$ cat config.mk
export PLATFORM = sky130hd
export DESIGN_NAME = fifo_dma_req
export DESIGN_NICKNAME = d
export VERILOG_FILES = /design/src/rtl/fdr_pkg.sv /design/src/rtl/fdr_lane.sv /design/src/rtl/fdr_cmpl.sv /design/src/rtl/fifo_dma_req.sv
export SDC_FILE = /design/constraint.sdc
export NUM_CORES = 1
export LEC_CHECK = 0
export BUFFER_PORTS_ARGS = -buffer_cell sky130_fd_sc_hd__buf_2
export CORE_AREA = 2 2 39 41
export DETAILED_ROUTE_END_ITERATION = 6
export DIE_AREA = 0 0 41 43
export GPL_TIMING_DRIVEN = 0
export HOLD_SLACK_MARGIN = 0.06
export PLACE_DENSITY_LB_ADDON = 0.08
export SLEW_MARGIN = 30
export SYNTH_ARGS = -nofsm -noshare
export SYNTH_HDL_FRONTEND = slang
export SYNTH_SLANG_ARGS = --single-unit
$ cat constraint.sdc
create_clock -name clk -period 0.8 [get_ports clk]
set_input_delay 0.16 -clock clk [delete_from_list [all_inputs] [get_ports clk]]
set_output_delay 0.16 -clock clk [all_outputs]
set_load 0.1 [all_outputs]
$ cat src/rtl/fdr_pkg.sv
package fdr_pkg;

    // Each state bit is also an output bit: bit 0 is the single request, bit 1 the burst request.
    typedef enum logic [1:0] {
        LANE_OFF    = 2'b00,
        LANE_SINGLE = 2'b01,
        LANE_BURST  = 2'b11
    } lane_state_e;

    typedef enum logic {
        FLAG_IDLE = 1'b0,
        FLAG_PEND = 1'b1
    } flag_state_e;

endpackage

$ cat src/rtl/fdr_lane.sv
module fdr_lane
    import fdr_pkg::*;
#(
    parameter int DEPTH = 8,
    parameter int BURST = 4,
    parameter bit IS_TX = 1'b0,
    parameter int CNT_W = $clog2(DEPTH + 1)
) (
    input  logic             clk,
    input  logic             rst_n,
    input  logic [CNT_W-1:0] level,
    input  logic             dma_en,
    output logic             req_single,
    output logic             req_burst
);

    localparam logic [CNT_W-1:0] DEPTH_C = CNT_W'(DEPTH);
    localparam logic [CNT_W-1:0] BURST_C = CNT_W'(BURST);

    logic [CNT_W-1:0] avail;
    lane_state_e      state_q;
    lane_state_e      state_d;

    // Movable element count: free slots for transmit, filled entries for receive.
    generate
        if (IS_TX) begin : g_tx_space
            always_comb begin
                if (level >= DEPTH_C) begin
                    avail = '0;
                end else begin
                    avail = DEPTH_C - level;
                end
            end
        end else begin : g_rx_fill
            always_comb begin
                if (level > DEPTH_C) begin
                    avail = DEPTH_C;
                end else begin
                    avail = level;
                end
            end
        end
    endgenerate

    // Next-state selection
    always_comb begin
        if (!dma_en || avail == '0) begin
            state_d = LANE_OFF;
        end else if (avail >= BURST_C) begin
            state_d = LANE_BURST;
        end else begin
            state_d = LANE_SINGLE;
        end
    end

    // State register
    always_ff @(posedge clk or negedge rst_n) begin
        if (!rst_n) begin
            state_q <= LANE_OFF;
        end else begin
            state_q <= state_d;
        end
    end

    // Output decode
    always_comb begin
        unique case (state_q)
            LANE_OFF: begin
                req_single = 1'b0;
                req_burst  = 1'b0;
            end
            LANE_SINGLE: begin
                req_single = 1'b1;
                req_burst  = 1'b0;
            end
            LANE_BURST: begin
                req_single = 1'b1;
                req_burst  = 1'b1;
            end
            default: begin
                req_single = 1'b0;
                req_burst  = 1'b0;
            end
        endcase
    end

    // Single request follows a non-zero movable count
    p_single_on_r1: assert property (@(posedge clk) disable iff (!rst_n)
        (dma_en && avail != '0) |=> req_single);
    p_single_off_r3: assert property (@(posedge clk) disable iff (!rst_n)
        (avail == '0) |=> !req_single);

    // Burst request follows the threshold
    p_burst_on_r2: assert property (@(posedge clk) disable iff (!rst_n)
        (dma_en && avail >= BURST_C) |=> req_burst);
    p_burst_off_r4: assert property (@(posedge clk) disable iff (!rst_n)
        (avail < BURST_C) |=> !req_burst);

    // A disabled lane stays quiet
    p_disabled_quiet_r5: assert property (@(posedge clk) disable iff (!rst_n)
        !dma_en |=> (!req_single && !req_burst));

endmodule

$ cat src/rtl/fdr_cmpl.sv
module fdr_cmpl
    import fdr_pkg::*;
(
    input  logic clk,
    input  logic rst_n,
    input  logic done,
    input  logic clr,
    input  logic mask,
    output logic raw,
    output logic irq
);

    flag_state_e state_q;
    flag_state_e state_d;

    // Next-state logic: a done strobe takes priority over a clear strobe.
    always_comb begin
        state_d = state_q;
        unique case (state_q)
            FLAG_IDLE: if (done)        state_d = FLAG_PEND;
            FLAG_PEND: if (clr && !done) state_d = FLAG_IDLE;
            default:   state_d = FLAG_IDLE;
        endcase
    end

    // State register
    always_ff @(posedge clk or negedge rst_n) begin
        if (!rst_n) begin
            state_q <= FLAG_IDLE;
        end else begin
            state_q <= state_d;
        end
    end

    // Output logic
    always_comb begin
        raw = (state_q == FLAG_PEND);
        irq = raw & mask;
    end

    p_flag_sets_r8: assert property (@(posedge clk) disable iff (!rst_n)
        done |=> raw);
    p_flag_clears_r9: assert property (@(posedge clk) disable iff (!rst_n)
        (clr && !done) |=> !raw);
    p_flag_holds_r9: assert property (@(posedge clk) disable iff (!rst_n)
        (raw && !clr) |=> raw);
    p_irq_masked_r10: assert property (@(posedge clk) disable iff (!rst_n)
        !mask |-> !irq);

endmodule

$ cat src/rtl/fifo_dma_req.sv
module fifo_dma_req #(
    parameter int DEPTH = 8,
    parameter int BURST = 4,
    parameter int CNT_W = $clog2(DEPTH + 1)
) (
    input  logic             clk,
    input  logic             rst_n,
    input  logic [CNT_W-1:0] tx_level,
    input  logic [CNT_W-1:0] rx_level,
    input  logic             tx_dma_en,
    input  logic             rx_dma_en,
    input  logic             tx_done,
    input  logic             rx_done,
    input  logic             tx_flag_clr,
    input  logic             rx_flag_clr,
    input  logic             tx_int_mask,
    input  logic             rx_int_mask,
    output logic             tx_req_single,
    output logic             tx_req_burst,
    output logic             rx_req_single,
    output logic             rx_req_burst,
    output logic             tx_done_raw,
    output logic             rx_done_raw,
    output logic             tx_done_irq,
    output logic             rx_done_irq
);

    fdr_lane #(.DEPTH(DEPTH), .BURST(BURST), .IS_TX(1'b1), .CNT_W(CNT_W)) u_tx_lane (
        .clk        (clk),
        .rst_n      (rst_n),
        .level      (tx_level),
        .dma_en     (tx_dma_en),
        .req_single (tx_req_single),
        .req_burst  (tx_req_burst)
    );

    fdr_lane #(.DEPTH(DEPTH), .BURST(BURST), .IS_TX(1'b0), .CNT_W(CNT_W)) u_rx_lane (
        .clk        (clk),
        .rst_n      (rst_n),
        .level      (rx_level),
        .dma_en     (rx_dma_en),
        .req_single (rx_req_single),
        .req_burst  (rx_req_burst)
    );

    fdr_cmpl u_tx_cmpl (
        .clk   (clk),
        .rst_n (rst_n),
        .done  (tx_done),
        .clr   (tx_flag_clr),
        .mask  (tx_int_mask),
        .raw   (tx_done_raw),
        .irq   (tx_done_irq)
    );

    fdr_cmpl u_rx_cmpl (
        .clk   (clk),
        .rst_n (rst_n),
        .done  (rx_done),
        .clr   (rx_flag_clr),
        .mask  (rx_int_mask),
        .raw   (rx_done_raw),
        .irq   (rx_done_irq)
    );

    // Reset state of every output
    always_comb begin
        if (!rst_n) begin
            a_reset_quiet_r11: assert ({tx_req_single, tx_req_burst, rx_req_single, rx_req_burst,
                                        tx_done_raw, rx_done_raw, tx_done_irq, rx_done_irq} == 8'h00);
        end
    end

endmodule

---- After elaboration in Yosys (flattened, before gate mapping) ----
Index checks and enable logic that the tools add are counted.
cells by class
  add/sub/neg operators ................... 1
  $mul .................................... 0
  div/mod/pow operators ................... 0
  $lt $le $gt $ge ......................... 4
  eq/ne operators ......................... 4
  shift-type cells ........................ 0
  multiplexer cells ....................... 16
  bitwise operators ....................... 4
  reduce and logical (&&, ||, !) cells .... 12
operators with widths
  kind                                                                count
  greater-or-equal comparator 4 x 3 -> 1 bit (second input constant)  2
  logical NOT 4 bit                                                   2
  two-way mux 1 bit                                                   8
  two-way mux 2 bit                                                   4
  two-way mux 4 bit                                                   2
  equality test 2 x 1 -> 1 bit (second input constant)                2
  equality test 2 bit (second input constant)                         2
  greater-or-equal comparator 4 bit (second input constant)           1
  > comparator 4 bit (second input constant)                          1
  logical NOT 1 bit                                                   4
  one-hot mux 1 bit (2 select lines)                                  2
  OR reduction 2 bit                                                  2
  subtractor 4 bit (first input constant)                             1
  AND 1 bit                                                           2
  logical AND 1 bit                                                   2
  logical OR 1 bit                                                    2
  NOT 1 bit                                                           2
storage, ports and cells
  register bits after elaboration ......... 6
  bits in latches ......................... 0
  RAM bits ................................ 0
  ROM bits ................................ 0
  input port bits ......................... 18
  memories kept ........................... 0

---- Longest topological paths before layout ----
Gate-level depths: netlist (run 1).
  word-level depth ........................ 5
  gate-level depth with buffers ........... 4
  depth with buffers taken out ............ 4

---- Hierarchy ----
From an unflattened synthesis (run 1), not the netlist that was laid out.
second synthesis, totals
  cell total of the unflattened synthesis .. 29
  area total of the unflattened synthesis .. 306.5 um^2
modules (own cells, without submodules)
  module                 times used  cells each  area each (um^2)  sequential area each (um^2)
  fdr_lane at u_tx_lane  1           15          142.6             50.0
  fdr_cmpl               2           4           42.5              25.0
  fdr_lane at u_rx_lane  1           6           78.8              50.0

---- Least setup slack after synthesis (run 1) ----
OpenSTA, ideal clock, no wires.
  kind .................................... reg2out
  start ................................... register u_rx_cmpl.state_q (netlist: u_rx_cmpl.raw)
  end ..................................... output rx_done_irq
  arrival ................................. 1777 ps
  data required time ...................... 640 ps
  path slack .............................. -1137 ps
  cell stages (with the launch flop) ...... 2
  path buffers ............................ 0
  cell sequence ........................... dfrtp_1 > and2_1
on the way
  longest elaborated chain between the ends .. 1
ends and longest elaborated chain
  item                    RTL line            source
  from (decl)             fdr_cmpl.sv:13      flag_state_e state_q;
  from (signal assigned)  fdr_cmpl.sv:31      state_q <= state_d;
  AND 1 bit               fdr_cmpl.sv:38      irq = raw & mask;
  to (decl)               fifo_dma_req.sv:25  output logic rx_done_irq
No other way between the ends.

---- Final worst setup path (run 1) ----
  start ................................... register u_tx_cmpl.state_q (netlist: u_tx_cmpl.raw)
  end ..................................... output tx_done_irq
on the way
  longest elaborated chain between the ends .. 1
ends and longest elaborated chain
  item                    RTL line            source
  from (decl)             fdr_cmpl.sv:13
  from (signal assigned)  fdr_cmpl.sv:31
  AND 1 bit               fdr_cmpl.sv:38
  to (decl)               fifo_dma_req.sv:24  output logic tx_done_irq,
No other way between the ends.

==> results of run 1 <==
how the worst max path moves through the flow:
stage	end	slack (ns)
floorplan	rx_done_irq	-0.35
global placement	rx_done_irq	-0.28
detailed placement	u_tx_lane.state_q[0]$_DFF_PN0_	-0.29
CTS	rx_done_irq	-0.40
global route	rx_done_irq	-0.41
finish	tx_done_irq	-0.39
power by group through the flow:
stage	Combinational [W]	Clock [W]	Sequential [W]
floorplan	0.000205	0	0.000392
global placement	0.000337	0	0.000340
detailed placement	0.000344	0	0.000342
CTS	0.000417	0.000310	0.000337
global route	0.000476	0.000325	0.000340
finish	0.000455	0.000292	0.000338
flip-flops by register name, summed over array words and instances, names as in the netlist:
name               flops
u_tx_lane.state_q      2
u_rx_cmpl.raw          1
u_tx_cmpl.raw          1
u_rx_lane.state_q      2
synth_stat cells:
cell type	number
a211oi_1	1
a211oi_2	1
a21o_1	2
and2_1	4
clkbuf_1	2
dfrtp_1	6
ha_1	1
inv_1	4
nand2b_1	1
nor2b_1	2
nor4b_1	2
o21a_1	1
o41a_1	1
or2_0	1
critical path, cell delays in order (launching register included):
cell and delay, ns:
dfrtp_4 0.47, and2_4 0.15, buf_12 0.16
kinds of logic (layout without fill, tap and decap cells):
group	after synthesis	after routing	synth area share (%)
AOI/OAI and AO/OA	6	6	17.6
adders and majority gates	1	1	4.08
buffers and inverters	6	37	7.35
DFF	6	6	49.0
and+or+nand+nor	10	10	22.0
layer usage:
| layer | vias up | track usage, % | wire (um) |
|---|---|---|---|
| li1 | 159 | - | - |
| met1 | 149 | 8.55 | 224 |
| met2 | 12 | 20.3 | 513 |
| met3 | 0 | 3.14 | 37 |
| met4 | 0 | 10.0 | 0 |
| met5 | - | 0 | 0 |
final cells by class:
class / instances / area [um2] / area share [%]
buffer: 2 / 22.5 / 3.21
clock buffer: 4 / 26.3 / 3.75
inverter: 4 / 27.5 / 3.93
multi-input combinational: 17 / 191 / 27.3
sequential: 6 / 158 / 22.5
tap: 16 / 20.0 / 2.86
timing repair buffer: 27 / 255 / 36.4
what timing repair did:
item / 4_1_cts / 5_1_grt
hold buffers: 1 / 0
setup endpoints to repair: 9 / 9
resized for setup: 27 / 12
pin swaps: 2 / 2
setup buffers: 0 / 1
endpoints found under the hold margin: 6 / 0
stage by stage:
| step | TNS, ns | instances |
|---|---|---|
| floorplan | -0.952 | 29 |
| global route | -2.79 | 76 |
| global placement | -2.13 | 70 |
| detailed placement | -2.24 | 70 |
| finish | -2.52 | 76 |
| CTS | -2.55 | 75 |
==> run_results.csv, run 1 <==
group,metric,value,unit
synthesis,synthesis.nets,48,
timing,drv_slew,0,
die,die_w,41,um
route,ant_nets,0,
power,seq_power_share,31.2,%
grt,grt_max_degree,7,
cts,clock_path_buffers,2,
timing,max_slew_margin,81.6,%
synthesis,synth_top_cell_by_area,"dfrtp_1",
final_layout,diodes,0,
final_layout,stdcell_area,701,um2
power,power_density,1550,nW/um2
place,dpl_cell_area,514,um2
final_layout,area_growth,129,%
place,place_congestion,0.547,
run_status,status,"complete, but fails checks",
die,fp.dieArea,1760,um2
route,wl_per_cell,10.2,um
timing,fin_crit_sh,148,%
power,comb_power_share,41.9,%
setup_path,crit_fanout,3,
route,drt_wl_total,775,um
synthesis,netlist_area,307,um2
timing,finalHoldViolations,0,
run_status,violations,"negative setup slack",
power,clkPwrFrac,26.9,%
power,finalPower,0.00108,W
final_layout,final_common_cell,"buf_2",
cts,cts_sinks,6,
route,firstDrtPassIters,1,
power,p_leak,0.330,nW
grt,grt_pass1_vias,335,
final_layout,fillers,130,
setup_path,reg2reg_to,"u_rx_cmpl.raw$_DFF_PN0_",
final_layout,finish.utilization,50.6,%
min_path,hold_path.class,"in2reg",
route,viasPerCell,4.21,
cts,cts_root_buffer,"clkbuf_4",
grt,grt_pass1_wl,1260,um
final_layout,drive_gt1_share,73.3,%
die,core_region_area,1380,um2
synthesis,ys_seq_elements,6,
synthesis,ys_top_cells_by_area,"dfrtp_1, and2_1, nor4b_1, a21o_1, inv_1",
synthesis,ys_seq_area_share,49.0,%
setup_path,reg2reg_from,"u_rx_cmpl.raw$_DFF_PN0_",
setup_path,arrival,1.03,ns
synthesis,ys_warn_count,0,
cts,h-tree-depth,1,
place,io_buffers,25,
timing,tightest_slew,0.279,ns
power,internal_power,0.000706,W
die,die-height,43,um
power,vdd_ir_drop_max,487,uV
cts,worst_skew_pair.late_latency,0.24,ns
setup_path,cp-start-kind,"flop",
power,switchingPower,0.000379,W
setup_path,r2r_slack,0.06,ns
timing,rsz0062_at_grt,"yes",
route,drt_iter0_markers,0,
grt,grt.total_usage,11.3,%
timing,period_needed,1.19,ns
cts,cts_tree,"yes",
synthesis,synth_cell_types,14,
timing,maxClockFrequency,843,MHz
min_path,hold_start,"tx_done",
min_path,hold_end,"u_tx_cmpl.raw$_DFF_PN0_",
min_path,min_path_cells,2,
final_layout,fin_nets,80,
grt,antenna_found_initial,0,
timing,setup_ws,-0.386,ns
setup_path,crit_start,"u_tx_cmpl.raw$_DFF_PN0_",
grt,grt_remaining_overflow,0,
die,start_util,22.2,%
cts,cts_buffers,3,
synthesis,synth_top_area_share,49.0,%
setup_path,critPathKind,"reg2out",
synthesis,synth_cells,29,
setup_path,crit_required,0.64,ns
die,num_io_pins,26,
route,detailroute.via_count,320,
die,rows,14,
timing,setup_viol,8,
cts,clkTransAtPathRegs,0.05,ns
place,place_hpwl,652,um
place,place_ws,-0.293,ns
timing,finClkSkew,0,ns
synthesis,avgSynthCellArea,10.6,um2
job,maxCapViolCount,0,
final_layout,layout_common_cells,"buf_2, buf_12, and2_4, buf_4, dfrtp_1",
setup_path,endpoint_kind,"output pin",
timing,hold-worst-slack,0.0970,ns
power,swShare,34.9,%
route,drc,0,
setup_path,reg2regPathDepth,1,
No activity file was read; power rests on OpenSTA's default activity.
==> run 2, diff against run 1 <==
CELL_PAD_IN_SITES_DETAIL_PLACEMENT = 0   (was unset)
CELL_PAD_IN_SITES_GLOBAL_PLACEMENT = 1   (was unset)
CTS_BUF_LIST = sky130_fd_sc_hd__clkbuf_2   (was unset)
CTS_CLUSTER_SIZE = 25   (was unset)
==> run 2 against run 1 <==
Critical path depth stayed put. Fmax is 1.5% higher. Cell count is 1.3% higher. Setup slack better by 0.017 ns. The flow still finishes with violations (negative setup slack). Register-to-register slack worse by 0.24 ns. Non-clock buffer count is 1 higher. Via count is 2.2% higher. Clock-buffer cell count stayed put. Clock skew stayed put. Design area is 3.9% higher. Flip-flop and latch count stayed put.
==> run_results.csv, run 2 (synthesis results as in run 1) <==
group,metric,value,unit
timing,period_needed,1.17,ns
cts,worst_skew_pair.late_latency,0.22,ns
route,ant_nets,0,
run_status,status,"complete, but fails checks",
setup_path,reg2reg_to,"u_rx_cmpl.raw$_DFF_PN0_",
grt,grt_remaining_overflow,0,
grt,busiest_layer,"met2",
route,viasPerCell,4.25,
timing,setup_viol,9,
setup_path,crit_slowest_cell,"dfrtp_4",
route,wl_per_cell,10.8,um
timing,finalHoldViolations,0,
timing,setup_ws,-0.368,ns
power,power_density,1450,nW/um2
min_path,min_path_cells,2,
route,drt_iter0_markers,1,
setup_path,critPathKind,"reg2out",
job,maxCapViolCount,0,
die,fp.dieArea,1760,um2
place,place_hpwl,594,um
setup_path,crit_chain,"and2_4 -> buf_12",
die,core_region_area,1380,um2
timing,fin_crit_sh,146,%
min_path,hold_path.class,"in2reg",
setup_path,crit_fanout,2,
timing,maxClockFrequency,856,MHz
cts,cts_buffers,3,
timing,max_slew_margin,81.5,%
final_layout,top_regs,"u_rx_lane.state_q x2, u_tx_lane.state_q x2",
grt,grt.total_usage,11.5,%
die,die-height,43,um
timing,tightest_slew,0.279,ns
final_layout,drive_gt1_share,75.4,%
grt,use_met2,20.6,%
die,start_util,22.2,%
power,finalPower,0.00105,W
cts,clock_path_buffers,2,
final_layout,stdcell_area,728,um2
cts,cts_sinks,6,
setup_path,cp-start-kind,"flop",
min_path,hold_end,"u_tx_cmpl.raw$_DFF_PN0_",
grt,grt_pass1_vias,336,
die,rows,14,
cts,cts_tree,"yes",
die,die_w,41,um
final_layout,layout_common_cells,"buf_2, buf_12, and2_4, clkbuf_2, dfrtp_1",
setup_path,slowest_delay,0.48,ns
setup_path,r2r_slack,-0.18,ns
place,dpl_cell_area,514,um2
final_layout,final_common_cell,"buf_2",
grt,antenna_found_initial,0,
grt,grt_max_degree,7,
final_layout,diodes,0,
setup_path,arrival,1.01,ns
timing,finClkSkew,0,ns
setup_path,crit_start,"u_rx_cmpl.raw$_DFF_PN0_",
run_status,violations,"negative setup slack",
grt,use_met3,1.57,%
final_layout,area_growth,138,%
cts,clkTransAtPathRegs,0.06,ns
route,drt_wl_total,831,um
final_layout,fin_nets,81,
setup_path,reg2reg_from,"u_rx_cmpl.raw$_DFF_PN0_",
setup_path,reg2regPathDepth,3,
die,num_io_pins,26,
timing,drv_slew,0,
power,vdd_ir_drop_max,552,uV
cts,cts_root_buffer,"clkbuf_2",
grt,grtUsageMet1,8.88,%
cts,h-tree-depth,1,
power,p_leak,0.345,nW
place,io_buffers,25,
grt,grt_pass1_wl,1260,um
setup_path,crit_required,0.64,ns
place,place_congestion,0.550,
route,firstDrtPassIters,3,
route,drc,0,
route,detailroute.via_count,327,
min_path,hold_start,"tx_done",
timing,rsz0062_at_grt,"yes",
setup_path,endpoint_kind,"output pin",
## run 2: timing repair
| item | CTS | global route |
|---|---|---|
| gates resized for setup | 32 | 13 |
| endpoints found under the setup margin | 9 | 9 |
| hold buffers | 1 | 0 |
| endpoints found under the hold margin | 6 | 0 |
| buffers inserted | 0 | 2 |
| pin swaps | 4 | 0 |
## run 2: worst max path at each step
stage	to	cells after the start
CTS	rx_done_irq	2
global placement	rx_done_irq	2
finish	rx_done_irq	2
global route	tx_done_irq	2
detailed placement	u_tx_lane.state_q[0]$_DFF_PN0_	5
floorplan	rx_done_irq	1
## run 2: critical path: cells and delay by family, from the launching register on
kind | cells | cell delay [ns]
flops | 1 | 0.48
buf+inv | 1 | 0.16
simple gates | 1 | 0.15
## run 2: final cells by class
cell class / instances / area [um2]
fill: 129 / 656
multi-input combinational: 17 / 191
inverter: 4 / 30.0
sequential: 6 / 158
buffer: 2 / 22.5
timing repair buffer: 28 / 287
tap: 16 / 20.0
clock buffer: 4 / 20.0
## run 2: per-stage QoR
| step | util (%) | cells | TNS [ns] | hold slack, ns | setup slack (ns) |
|---|---|---|---|---|---|
| 2_1_floorplan | - | 29 | -0.952 | -0.136 | -0.346 |
| 3_3_place_gp | 37.2 | 70 | -2.17 | -0.0149 | -0.289 |
| 3_5_place_dp | 37.2 | 70 | -2.26 | -0.0157 | -0.314 |
| 4_1_cts | 48.5 | 75 | -2.50 | 0.107 | -0.393 |
| 5_1_grt | 52.6 | 77 | -3.01 | 0.0983 | -0.423 |
| 6_report | 52.6 | 77 | -2.56 | 0.121 | -0.368 |
## run 2: power by group
part | leakage, nW | internal [W] | switching, W
Clock | 0.0166 | 0.000132 | 0.000107
Sequential | 0.0709 | 0.000327 | 0.0000111
Combinational | 0.258 | 0.000207 | 0.000269
## run 2: layer usage
metal / wire, um / up-vias
met5: 0 / -
met1: 256 / 153
met4: 0 / 0
met3: 47 / 0
met2: 528 / 14
li1: - / 160
==> run 3, diff against run 2 <==
ABC_AREA = 1   (was unset)
CORE_AREA = unset   (was 2 2 39 41)
CORE_MARGIN = 2   (was unset)
CORE_UTILIZATION = 23   (was unset)
DIE_AREA = unset   (was 0 0 41 43)
==> run 3 against run 2 <==
The flow still finishes with violations (negative setup slack). Area after synthesis decreased by 0.41%. Clock power decreased by 20%. First-iteration DRC count unchanged. Sequential power increased by 2%. Setup slack got worse by 0.0047 ns. Sequential share of layout area increased by 4.9 points. Die area decreased by 7.3%. Via count increased by 0.92%. Core utilization decreased by 5.8 points. Register-to-register slack improved by 0.26 ns. Total power decreased by 11%. Clock skew unchanged. Critical path type unchanged. Highest routed layer unchanged.
==> run_results.csv, run 3 <==
group,metric,value,unit
run_status,status,"complete, but fails checks",
run_status,violations,"negative setup slack",
synthesis,ys_seq_area_share,49.2,%
route,wl_per_cell,6.91,um
timing,setup_viol,8,
die,fp.dieArea,1630,um2
setup_path,crit_required,0.64,ns
cts,h-tree-depth,1,
place,dpl_cell_area,499,um2
grt,grt_remaining_overflow,0,
job,maxCapViolCount,0,
place,io_buffers,25,
synthesis,yosys_most_used_dff,"dfrtp_1",
timing,setup_ws,-0.373,ns
grt,grt_max_degree,7,
synthesis,synth_commonest_cells,"inv_1, nand2_1, nor2_1, dfrtp_1",
grt,antenna_found_initial,0,
synthesis,ys_warn_count,0,
power,finalPower,0.000935,W
synthesis,ys_top_cells_by_area,"dfrtp_1, inv_1, nand2_1, nor2_1, o21bai_1",
min_path,hold_path.class,"in2reg",
final_layout,final_common_cell,"buf_2",
final_layout,area_growth,94.7,%
synthesis,synthArstFlopShare,100,%
setup_path,r2r_slack,0.08,ns
die,start_util,24.1,%
timing,tightest_slew,0.277,ns
grt,grt_pass1_vias,264,
route,firstDrtPassIters,2,
final_layout,diodes,0,
setup_path,crit_chain,"nand2_4 -> clkinvlp_4 -> buf_6",
synthesis,yosysMostFrequentCell,"inv_1",
final_layout,stdcell_area,594,um2
synthesis,synth_cells,42,
timing,finalHoldViolations,0,
route,ant_nets,0,
die,rows,13,
route,drc,0,
timing,drv_slew,0,
cts,cts_tree,"yes",
final_layout,drive_gt1_share,57.7,%
power,internal_power,0.000565,W
power,vdd_ir_drop_max,527,uV
setup_path,crit_slowest_cell,"dfrtp_4",
power,p_leak,0.330,nW
synthesis,ys_seq_elements,6,
power,swShare,39.6,%
timing,fin_crit_sh,147,%
die,die-height,40.4,um
timing,maxClockFrequency,853,MHz
die,num_io_pins,26,
route,detailroute.via_count,330,
power,switchingPower,0.000370,W
synthesis,synth_cell_types,9,
timing,period_needed,1.17,ns
final_layout,top_regs,"u_rx_lane.state_q x2, u_tx_lane.state_q x2",
timing,rsz0062_at_grt,"yes",
final_layout,layout_common_cells,"buf_2, inv_1, nor2_1, buf_6, nand2_1",
power,power_density,1570,nW/um2
setup_path,arrival,1.01,ns
min_path,min_path_cells,2,
timing,hold-worst-slack,0.127,ns
setup_path,slowest_delay,0.49,ns
synthesis,avgSynthCellArea,7.27,um2
setup_path,reg2regPathDepth,2,
timing,finClkSkew,0,ns
grt,grt_pass1_wl,876,um
place,place_congestion,0.628,
synthesis,synth_edf_count,0,
grt,grt.total_usage,8.82,%
cts,clock_path_buffers,2,
route,viasPerCell,3.84,
synthesis,synth_top_area_share,49.2,%
timing,setup_tns,-2.44,ns
synthesis,synthesis.nets,61,
place,place_hpwl,501,um
cts,cts_sinks,6,
power,comb_power_share,42.4,%
setup_path,crit_fanout,3,
synthesis,netlist_area,305,um2
final_layout,fin_nets,92,
cts,worst_skew_pair.late_latency,0.21,ns
setup_path,critPathKind,"reg2out",
synthesis,synth_top_cell_by_area,"dfrtp_1",
cts,cts_buffers,3,
power,clkPwrFrac,20.5,%
setup_path,endpoint_kind,"output pin",
setup_path,cp-start-kind,"flop",
cts,cts_root_buffer,"clkbuf_2",
power,seq_power_share,37.1,%
die,core_region_area,1270,um2
route,drt_wl_total,594,um
timing,max_slew_margin,81.7,%
cts,clkTransAtPathRegs,0.05,ns
route,drt_iter0_markers,1,
die,die_w,40.4,um
-- run 3: final cells by class --
class / instances / area [um2]
Tap cell: 15 / 18.8
Buffer: 2 / 22.5
Sequential cell: 6 / 158
Inverter: 13 / 63.8
Clock buffer: 3 / 15.0
Timing Repair Buffer: 26 / 195
Multi-Input combinational cell: 21 / 121
Fill cell: 130 / 674
-- run 3: per-layer routing --
| metal | track usage [%] | wire length (um) | part of all wire, % | vias up |
|---|---|---|---|---|
| met5 | 0 | 0 | 0 | - |
| met4 | 10.0 | 0 | 0 | 0 |
| met3 | 3.33 | 58 | 9.8 | 0 |
| met1 | 8.42 | 237 | 40 | 135 |
| li1 | - | - | - | 173 |
| met2 | 13.5 | 298 | 50 | 22 |
-- run 3: critical path: cells and delay by family, from the launching register on --
kind	cells	cell delay [ns]
flip-flops	1	0.49
buffers and inverters	2	0.25
AND/OR/NAND/NOR	1	0.07
-- run 3: timing repair --
action / in CTS / in global routing
buffers inserted: 0 / 0
hold endpoints to repair: 6 / 0
setup endpoints to repair: 8 / 10
resized for setup: 18 / 5
hold buffers: 1 / 0
-- run 3: kinds of logic after synthesis --
logic type | Yosys count | share of synthesized area, %
buffers and inverters | 15 | 18.4
and+or+nand+nor | 17 | 21.7
adders and majority gates | 1 | 4.10
DFF | 6 | 49.2
AOI/OAI and AO/OA | 3 | 6.55
-- run 3: path summary, 6_finish.rpt --
| kind | endpoint | startpoint |
|---|---|---|
| setup / recovery | tx_done_irq | u_tx_cmpl.raw$_DFF_PN0_ |
| setup reg to reg | u_tx_cmpl.raw$_DFF_PN0_ | u_tx_cmpl.raw$_DFF_PN0_ |
| min in group asynchronous | u_rx_lane.state_q[0]$_DFF_PN0_ | rst_n |
| hold reg to reg | u_tx_cmpl.raw$_DFF_PN0_ | u_tx_cmpl.raw$_DFF_PN0_ |
| max in group asynchronous | u_tx_cmpl.raw$_DFF_PN0_ | rst_n |
| hold / removal | u_tx_cmpl.raw$_DFF_PN0_ | tx_flag_clr |
-- run 3: per-stage QoR --
step / utilization, % / cells / setup slack, ns
3_5_place_dp: 39.3 / 82 / -0.279
5_1_grt: 46.8 / 86 / -0.427
6_report: 46.8 / 86 / -0.373
3_3_place_gp: 39.3 / 82 / -0.274
2_1_floorplan: - / 42 / -0.480
4_1_cts: 46.1 / 86 / -0.394
-- run 3: power by group through the flow --
stage | clock network [W] | logic (W) | registers [W]
floorplan | 0 | 0.000210 | 0.000400
global placement | 0 | 0.000337 | 0.000349
detailed placement | 0 | 0.000338 | 0.000350
CTS | 0.000206 | 0.000393 | 0.000345
global route | 0.000219 | 0.000421 | 0.000349
finish | 0.000192 | 0.000397 | 0.000346
